`config.mk`:
```
export PLATFORM = sky130hd
export DESIGN_NAME = cdir_top
export DESIGN_NICKNAME = d
export VERILOG_FILES = /design/src/rtl/cdir_pkg.sv /design/src/rtl/cdir_way_select.sv /design/src/rtl/cdir_lru_age.sv /design/src/rtl/cdir_stats.sv /design/src/rtl/cdir_top.sv
export SDC_FILE = /design/constraint.sdc
export NUM_CORES = 2
export LEC_CHECK = 0
export BUFFER_PORTS_ARGS = -buffer_cell sky130_fd_sc_hd__buf_2
export CAP_MARGIN = 10
export CELL_PAD_IN_SITES_DETAIL_PLACEMENT = 1
export CELL_PAD_IN_SITES_GLOBAL_PLACEMENT = 1
export CORE_ASPECT_RATIO = 1.4
export CORE_MARGIN = 2
export CORE_UTILIZATION = 45
export CTS_CLUSTER_SIZE = 14
export DETAILED_ROUTE_END_ITERATION = 10
export PLACE_DENSITY_LB_ADDON = 0.1
export SKIP_LAST_GASP = 1
export SYNTH_ARGS = -nofsm -noshare
export SYNTH_HDL_FRONTEND = slang
export SYNTH_SLANG_ARGS = --single-unit
```
`constraint.sdc`:
```
create_clock -name clk -period 6.73 [get_ports clk]
set_clock_uncertainty 0.1 [all_clocks]
set_input_delay 1.346 -clock clk [delete_from_list [all_inputs] [get_ports clk]]
set_output_delay 1.346 -clock clk [all_outputs]
set_load 0.1 [all_outputs]
```
`src/rtl/cdir_pkg.sv`:
```
package cdir_pkg;

    // Access kind carried on req_kind
    typedef enum logic [1:0] {
        ACC_READ  = 2'b00,
        ACC_WRITE = 2'b01,
        ACC_FETCH = 2'b10,
        ACC_RSVD  = 2'b11
    } acc_kind_e;

    // Controller states: invalidate sets, then serve references
    typedef enum logic {
        ST_CLEAR = 1'b0,
        ST_RUN   = 1'b1
    } dir_state_e;

endpackage

```
`src/rtl/cdir_way_select.sv`:
```
// Compares the request tag against one set and picks the way to use.
module cdir_way_select #(
    parameter int WAYS  = 4,
    parameter int TAG_W = 24,
    parameter int AGE_W = 2
) (
    input  logic [WAYS-1:0]             set_valid,
    input  logic [WAYS-1:0][TAG_W-1:0]  set_tag,
    input  logic [WAYS-1:0][AGE_W-1:0]  set_age,
    input  logic [TAG_W-1:0]            look_tag,
    output logic                        hit,
    output logic [AGE_W-1:0]            hit_way,
    output logic [AGE_W-1:0]            victim_way
);
    localparam logic [AGE_W-1:0] OLDEST = AGE_W'(WAYS - 1);

    logic              any_free;
    logic [AGE_W-1:0]  free_way;
    logic [AGE_W-1:0]  lru_way;

    always_comb begin
        hit     = 1'b0;
        hit_way = '0;
        for (int w = 0; w < WAYS; w++) begin
            if (set_valid[w] && (set_tag[w] == look_tag)) begin
                hit     = 1'b1;
                hit_way = AGE_W'(w);
            end
        end
    end

    // Lowest-numbered invalid way wins: scan downward, last match kept
    always_comb begin
        any_free = 1'b0;
        free_way = '0;
        for (int w = WAYS - 1; w >= 0; w--) begin
            if (!set_valid[w]) begin
                any_free = 1'b1;
                free_way = AGE_W'(w);
            end
        end
    end

    always_comb begin
        lru_way = '0;
        for (int w = 0; w < WAYS; w++) begin
            if (set_age[w] == OLDEST) begin
                lru_way = AGE_W'(w);
            end
        end
    end

    assign victim_way = any_free ? free_way : lru_way;

endmodule

```
`src/rtl/cdir_lru_age.sv`:
```
// Age update: touched way becomes 0, younger ways age by one.
module cdir_lru_age #(
    parameter int WAYS  = 4,
    parameter int AGE_W = 2
) (
    input  logic [WAYS-1:0][AGE_W-1:0] age_in,
    input  logic [AGE_W-1:0]           touch_way,
    output logic [WAYS-1:0][AGE_W-1:0] age_out
);
    logic [AGE_W-1:0] touched_age;

    always_comb begin
        touched_age = '0;
        for (int w = 0; w < WAYS; w++) begin
            if (AGE_W'(w) == touch_way) begin
                touched_age = age_in[w];
            end
        end
    end

    generate
        for (genvar g = 0; g < WAYS; g++) begin : g_age
            always_comb begin
                if (AGE_W'(g) == touch_way) begin
                    age_out[g] = '0;
                end else if (age_in[g] < touched_age) begin
                    age_out[g] = age_in[g] + AGE_W'(1);
                end else begin
                    age_out[g] = age_in[g];
                end
            end
        end
    endgenerate

endmodule

```
`src/rtl/cdir_stats.sv`:
```
// Running statistics for accepted references.
module cdir_stats #(
    parameter int LINE_BYTES = 32,
    parameter int CNT_W      = 32
) (
    input  logic             clk,
    input  logic             rst,
    input  logic             fire,
    input  logic             hit,
    input  logic             is_write,
    input  logic             evict_dirty,
    output logic [CNT_W-1:0] cnt_access,
    output logic [CNT_W-1:0] cnt_hit,
    output logic [CNT_W-1:0] cnt_miss,
    output logic [CNT_W-1:0] cnt_read,
    output logic [CNT_W-1:0] cnt_write,
    output logic [CNT_W-1:0] cnt_read_miss,
    output logic [CNT_W-1:0] cnt_write_miss,
    output logic [CNT_W-1:0] cnt_wb,
    output logic [CNT_W-1:0] bytes_fetched,
    output logic [CNT_W-1:0] bytes_wb
);
    localparam logic [CNT_W-1:0] ONE  = CNT_W'(1);
    localparam logic [CNT_W-1:0] LINE = CNT_W'(LINE_BYTES);

    always_ff @(posedge clk) begin
        if (rst) begin
            cnt_access     <= '0;
            cnt_hit        <= '0;
            cnt_miss       <= '0;
            cnt_read       <= '0;
            cnt_write      <= '0;
            cnt_read_miss  <= '0;
            cnt_write_miss <= '0;
            cnt_wb         <= '0;
            bytes_fetched  <= '0;
            bytes_wb       <= '0;
        end else if (fire) begin
            cnt_access <= cnt_access + ONE;
            if (is_write) begin
                cnt_write <= cnt_write + ONE;
            end else begin
                cnt_read <= cnt_read + ONE;
            end
            if (hit) begin
                cnt_hit <= cnt_hit + ONE;
            end else begin
                cnt_miss      <= cnt_miss + ONE;
                bytes_fetched <= bytes_fetched + LINE;
                if (is_write) begin
                    cnt_write_miss <= cnt_write_miss + ONE;
                end else begin
                    cnt_read_miss <= cnt_read_miss + ONE;
                end
            end
            if (evict_dirty) begin
                cnt_wb   <= cnt_wb + ONE;
                bytes_wb <= bytes_wb + LINE;
            end
        end
    end

endmodule

```
`src/rtl/cdir_top.sv`:
```
module cdir_top
    import cdir_pkg::*;
#(
    parameter int LINE_BYTES  = 32,
    parameter int CACHE_BYTES = 1024,
    parameter int WAYS        = 4,
    parameter int CNT_W       = 32
) (
    input  logic             clk,
    input  logic             rst,
    input  logic             req_valid,
    output logic             req_ready,
    input  logic [31:0]      req_addr,
    input  logic [1:0]       req_kind,
    output logic             rsp_valid,
    output logic             rsp_hit,
    output logic             rsp_wb,
    output logic [31:0]      rsp_addr,
    output logic [CNT_W-1:0] cnt_access,
    output logic [CNT_W-1:0] cnt_hit,
    output logic [CNT_W-1:0] cnt_miss,
    output logic [CNT_W-1:0] cnt_read,
    output logic [CNT_W-1:0] cnt_write,
    output logic [CNT_W-1:0] cnt_read_miss,
    output logic [CNT_W-1:0] cnt_write_miss,
    output logic [CNT_W-1:0] cnt_wb,
    output logic [CNT_W-1:0] bytes_fetched,
    output logic [CNT_W-1:0] bytes_wb
);
    localparam int ADDR_W = 32;
    localparam int SETS   = CACHE_BYTES / (LINE_BYTES * WAYS);
    localparam int OFF_W  = $clog2(LINE_BYTES);
    localparam int IDX_W  = $clog2(SETS);
    localparam int TAG_W  = ADDR_W - OFF_W - IDX_W;
    localparam int AGE_W  = (WAYS > 1) ? $clog2(WAYS) : 1;
    localparam logic [IDX_W-1:0] LAST_SET = IDX_W'(SETS - 1);

    // Controller
    dir_state_e       state_q, state_d;
    logic [IDX_W-1:0] clr_idx_q;
    logic             clr_last;
    logic             accept;

    // Directory storage
    logic [SETS-1:0][WAYS-1:0]             valid_q;
    logic [SETS-1:0][WAYS-1:0]             dirty_q;
    logic [SETS-1:0][WAYS-1:0][TAG_W-1:0]  tag_q;
    logic [SETS-1:0][WAYS-1:0][AGE_W-1:0]  age_q;

    // Lookup path
    logic [IDX_W-1:0]            set_idx;
    logic [TAG_W-1:0]            look_tag;
    logic                        is_write;
    logic                        hit;
    logic [AGE_W-1:0]            hit_way;
    logic [AGE_W-1:0]            victim_way;
    logic [AGE_W-1:0]            use_way;
    logic                        evict_dirty;
    logic [WAYS-1:0][AGE_W-1:0]  age_next;

    assign set_idx  = req_addr[OFF_W +: IDX_W];
    assign look_tag = req_addr[ADDR_W-1 -: TAG_W];
    assign is_write = (acc_kind_e'(req_kind) == ACC_WRITE);

    // State register
    always_ff @(posedge clk) begin
        if (rst) begin
            state_q   <= ST_CLEAR;
            clr_idx_q <= '0;
        end else begin
            state_q <= state_d;
            if (state_q == ST_CLEAR) begin
                clr_idx_q <= clr_idx_q + IDX_W'(1);
            end
        end
    end

    // Next state and controller outputs
    always_comb begin
        clr_last  = (clr_idx_q == LAST_SET);
        state_d   = state_q;
        req_ready = 1'b0;
        unique case (state_q)
            ST_CLEAR: begin
                if (clr_last) begin
                    state_d = ST_RUN;
                end
            end
            ST_RUN: begin
                req_ready = 1'b1;
            end
        endcase
    end

    assign accept = req_valid && req_ready;

    cdir_way_select #(
        .WAYS  (WAYS),
        .TAG_W (TAG_W),
        .AGE_W (AGE_W)
    ) u_sel (
        .set_valid  (valid_q[set_idx]),
        .set_tag    (tag_q[set_idx]),
        .set_age    (age_q[set_idx]),
        .look_tag   (look_tag),
        .hit        (hit),
        .hit_way    (hit_way),
        .victim_way (victim_way)
    );

    assign use_way     = hit ? hit_way : victim_way;
    assign evict_dirty = !hit && valid_q[set_idx][victim_way] && dirty_q[set_idx][victim_way];

    cdir_lru_age #(
        .WAYS  (WAYS),
        .AGE_W (AGE_W)
    ) u_age (
        .age_in    (age_q[set_idx]),
        .touch_way (use_way),
        .age_out   (age_next)
    );

    // Directory update: clearing walk, then one reference per cycle
    always_ff @(posedge clk) begin
        if (!rst) begin
            if (state_q == ST_CLEAR) begin
                valid_q[clr_idx_q] <= '0;
                dirty_q[clr_idx_q] <= '0;
                for (int w = 0; w < WAYS; w++) begin
                    age_q[clr_idx_q][w] <= AGE_W'(w);
                end
            end else if (accept) begin
                valid_q[set_idx][use_way] <= 1'b1;
                tag_q[set_idx][use_way]   <= look_tag;
                age_q[set_idx]            <= age_next;
                if (is_write) begin
                    dirty_q[set_idx][use_way] <= 1'b1;
                end else if (!hit) begin
                    dirty_q[set_idx][use_way] <= 1'b0;
                end
            end
        end
    end

    // Registered response
    always_ff @(posedge clk) begin
        if (rst) begin
            rsp_valid <= 1'b0;
            rsp_hit   <= 1'b0;
            rsp_wb    <= 1'b0;
            rsp_addr  <= '0;
        end else begin
            rsp_valid <= accept;
            if (accept) begin
                rsp_hit  <= hit;
                rsp_wb   <= evict_dirty;
                rsp_addr <= req_addr;
            end
        end
    end

    cdir_stats #(
        .LINE_BYTES (LINE_BYTES),
        .CNT_W      (CNT_W)
    ) u_stats (
        .clk            (clk),
        .rst            (rst),
        .fire           (accept),
        .hit            (hit),
        .is_write       (is_write),
        .evict_dirty    (evict_dirty),
        .cnt_access     (cnt_access),
        .cnt_hit        (cnt_hit),
        .cnt_miss       (cnt_miss),
        .cnt_read       (cnt_read),
        .cnt_write      (cnt_write),
        .cnt_read_miss  (cnt_read_miss),
        .cnt_write_miss (cnt_write_miss),
        .cnt_wb         (cnt_wb),
        .bytes_fetched  (bytes_fetched),
        .bytes_wb       (bytes_wb)
    );

endmodule

```
==> impl_metrics.json <==
{
  "drc": 0,
  "power_density_nw_per_um2": 272,
  "regToRegEndpoint": "age_q[39]$_DFFE_PP_",
  "drtAntennaViolNets": 0,
  "layout_common_cells": "edfxtp_1, buf_2, nor2_1",
  "root_buffer": "clkbuf_16",
  "r2r_start": "tag_q[494]$_DFFE_PP_",
  "place_hpwl_mm": 112,
  "h-tree-depth": 4,
  "post-route-period-util_pct": 90.2,
  "hold_depth": 2,
  "vdd_drop_max_mv": 0.258,
  "fin_cells": 6167,
  "cts_hold_buf": 0,
  "drv_cap": 0,
  "core-area_um2": 116000,
  "ys_seq_area_share_pct": 64.0,
  "grt_usage_pct": 27.5,
  "dp_cells": 5933,
  "ys_async_sr_fraction_pct": 0,
  "hold_violations": 0,
  "syn_area_um2": 52900,
  "clk_latency_ns": 0.76,
  "grt_max_degree": 177,
  "setup_viol": 0,
  "num_vias": 35900,
  "end_kind": "register",
  "synth_cells": 4070,
  "crit_path_start_kind": "input port",
  "routabilityCongestion": 0.897,
  "io_pins": 393,
  "crit_type": "input port to register",
  "grt-ovfl-total": 0,
  "yosysWarnings": 0,
  "drtIter0Drc": 2259,
  "status": "complete, no violations",
  "clockBufferDepth": 3,
  "ys_ff_latch": 1245,
  "regArea_um2": 33900,
  "start_util_pct": 45.4,
  "fin_nets": 4621,
  "min_to": "rsp_addr[31]$_SDFFE_PP0P_",
  "required_ns": 7.24,
  "area_growth_pct": 16.6,
  "routedWlPerCell_um": 27.0,
  "cp_max_fo": 37,
  "fin_area_um2": 61700,
  "drive_gt1_share_pct": 21.8,
  "cts_setup_buffers": 0,
  "cts_buffers": 130,
  "power_uw": 16800,
  "die_h_um": 410,
  "drt_wl_total_mm": 166,
  "worstPathArrival_ns": 6.58,
  "vias_per_cell": 5.82,
  "dpl_cell_area_um2": 57500,
  "grt_pass1_wl_mm": 245,
  "antenna_found_initial": 2,
  "timing.fmax_mhz": 165,
  "r2r_cells": 15,
  "die_w_um": 294,
  "rows": 148,
  "synth.avg_cell_area_um2": 13.0,
  "r2r_slack_ns": 1.70,
  "fin_crit_ns": 6.07,
  "tritoncts": "yes",
  "post_cts_resized": 0,
  "n_fill_cell": 11800,
  "worst_slew_pin_slew_ns": 1.25,
  "clkTransAtPathRegs_ns": 0.06,
  "mostFrequentLayoutCell": "edfxtp_1",
  "synth_edf_count": 896,
  "die_area_um2": 120000,
  "multi_input_area_um2": 17800,
  "rsz0062_at_grt": "no",
  "min_path_type": "register to register",
  "slew_violations": 0,
  "first_pass_iters": 6,
  "p_leak_uw": 0.0225,
  "cts.sinks": 1245,
  "io_buffers": 382,
  "synth-main-ff-cell": "edfxtp_1",
  "grt_pass1_vias": 36900,
  "synth_cell_types": 87,
  "holdCritStartpoint": "rsp_addr[31]$_SDFFE_PP0P_",
  "slew_headroom_pct": 16.5
}
[how the worst max path moves through the flow]
stage	start	to	depth (start not counted)
final	req_addr[5]	age_q[39]$_DFFE_PP_	18
after global routing	req_addr[5]	age_q[11]$_DFFE_PP_	23
after CTS	req_addr[5]	age_q[39]$_DFFE_PP_	18
after detailed placement	req_addr[5]	age_q[19]$_DFFE_PP_	19
after global placement	req_addr[5]	age_q[7]$_DFFE_PP_	18
after floorplan	req_addr[7]	tag_q[144]$_DFFE_PP_	20
[state kept, by name (all words and copies together), names as in the netlist, 3 cells and up, named ones only]
register	cells
u_stats.bytes_wb	27
valid_q	32
u_stats.cnt_write	32
u_stats.cnt_read	32
clr_idx_q	3
u_stats.cnt_wb	32
tag_q	768
age_q	64
rsp_addr	32
u_stats.cnt_access	32
u_stats.bytes_fetched	27
u_stats.cnt_write_miss	32
u_stats.cnt_miss	32
u_stats.cnt_read_miss	32
u_stats.cnt_hit	32
[power breakdown]
group / leakage [uW] / internal [uW] / switching (uW)
combinational: 0.00945 / 440 / 820
sequential: 0.0110 / 8290 / 48.7
clock: 0.00205 / 4100 / 3080
total: 0.0225 / 12800 / 3950
[routing by layer]
metal	up-vias	wire, um	global-route usage, %
met4	0	7470	12.1
li1	16000	-	-
met3	326	9440	4.74
met5	-	0	0
met2	1111	86000	48.9
met1	18500	63400	32.3
[cell type report]
class	count	area share (%)
antenna	2	0.00811
clock inverter	55	0.921
sequential	1245	54.9
timing repair buffer	580	5.87
multi-input combinational	2530	28.9
inverter	78	0.474
clock buffer	177	5.87
tap	1500	3.04
[worst max-delay path: stages]
cell,delay [ns]
clkbuf_8,0.41
buf_12,0.27
mux2_2,0.39
o22ai_1,0.33
or3_1,0.17
o211ai_1,0.11
nor4_1,0.52
nand4_2,0.41
nand3_1,0.24
nand3b_1,0.19
mux2_2,0.32
a21oi_1,0.27
buf_4,0.18
ha_1,0.23
nor2_1,0.15
a31o_2,0.15
mux2i_2,0.56
a31o_2,0.24
[synthesized netlist by cell type (6+ instances only)]
cell type | n | area (um^2)
or2_2 | 7 | 43.8
o21ai_0 | 152 | 761
nand3b_1 | 6 | 45.0
nand2_1 | 356 | 1340
o22a_1 | 9 | 78.8
o22ai_1 | 48 | 300
xor2_1 | 164 | 1440
a21oi_1 | 190 | 951
nand2b_1 | 15 | 93.8
mux4_2 | 118 | 2660
a21o_1 | 10 | 75.1
a221oi_1 | 12 | 105
nor4_1 | 15 | 93.8
nand4_1 | 59 | 369
or4_1 | 8 | 60.1
clkbuf_1 | 118 | 443
buf_1 | 14 | 52.6
nand3_1 | 108 | 541
xnor2_1 | 135 | 1180
o221ai_1 | 8 | 70.1
a22oi_1 | 56 | 420
buf_6 | 11 | 124
a31o_2 | 15 | 131
ha_1 | 19 | 238
dfxtp_1 | 349 | 6990
inv_1 | 76 | 285
mux2i_1 | 203 | 2030
o21ai_1 | 10 | 50.1
a22o_1 | 12 | 105
nor2_1 | 407 | 1530
and2_1 | 13 | 81.3
and3_1 | 62 | 388
nor3_1 | 47 | 235
or3_1 | 55 | 344
nor2b_1 | 34 | 213
edfxtp_1 | 896 | 26900
and4_1 | 32 | 280
buf_2 | 50 | 250
mux2_2 | 46 | 518
buf_4 | 31 | 233
o31ai_1 | 8 | 60.1
[through the flow]
stage / TNS [ns] / hold WS, ns / utilization, % / setup slack (ns)
after floorplan: 0 / 0.416 / - / 0.0532
after CTS: 0 / 0.356 / 53.0 / 0.801
after detailed placement: -0.0112 / 0.347 / 49.4 / -0.00738
after global placement: 0 / 0.340 / 49.4 / 0.0574
after global routing: 0 / 0.370 / 53.0 / 0.355
final: 0 / 0.353 / 53.0 / 0.660
[logic make-up (layout without fill, tap and decap cells)]
logic type               Yosys count  count (layout)  synth area share (%)
AND/OR/NAND/NOR                 1250            1250                  11.2
flip-flops                      1245            1245                  64.0
AO/OA/AOI/OAI                    579             579                  6.69
multiplexers                     373             373                  9.98
buffers and inverters            304             890                  2.65
XOR/XNOR                         299             299                  4.95
adder cells (fa/ha/maj)           19              19                 0.449
other                              1              12               0.00708
Note: power is estimated with default switching activity, not from simulation.
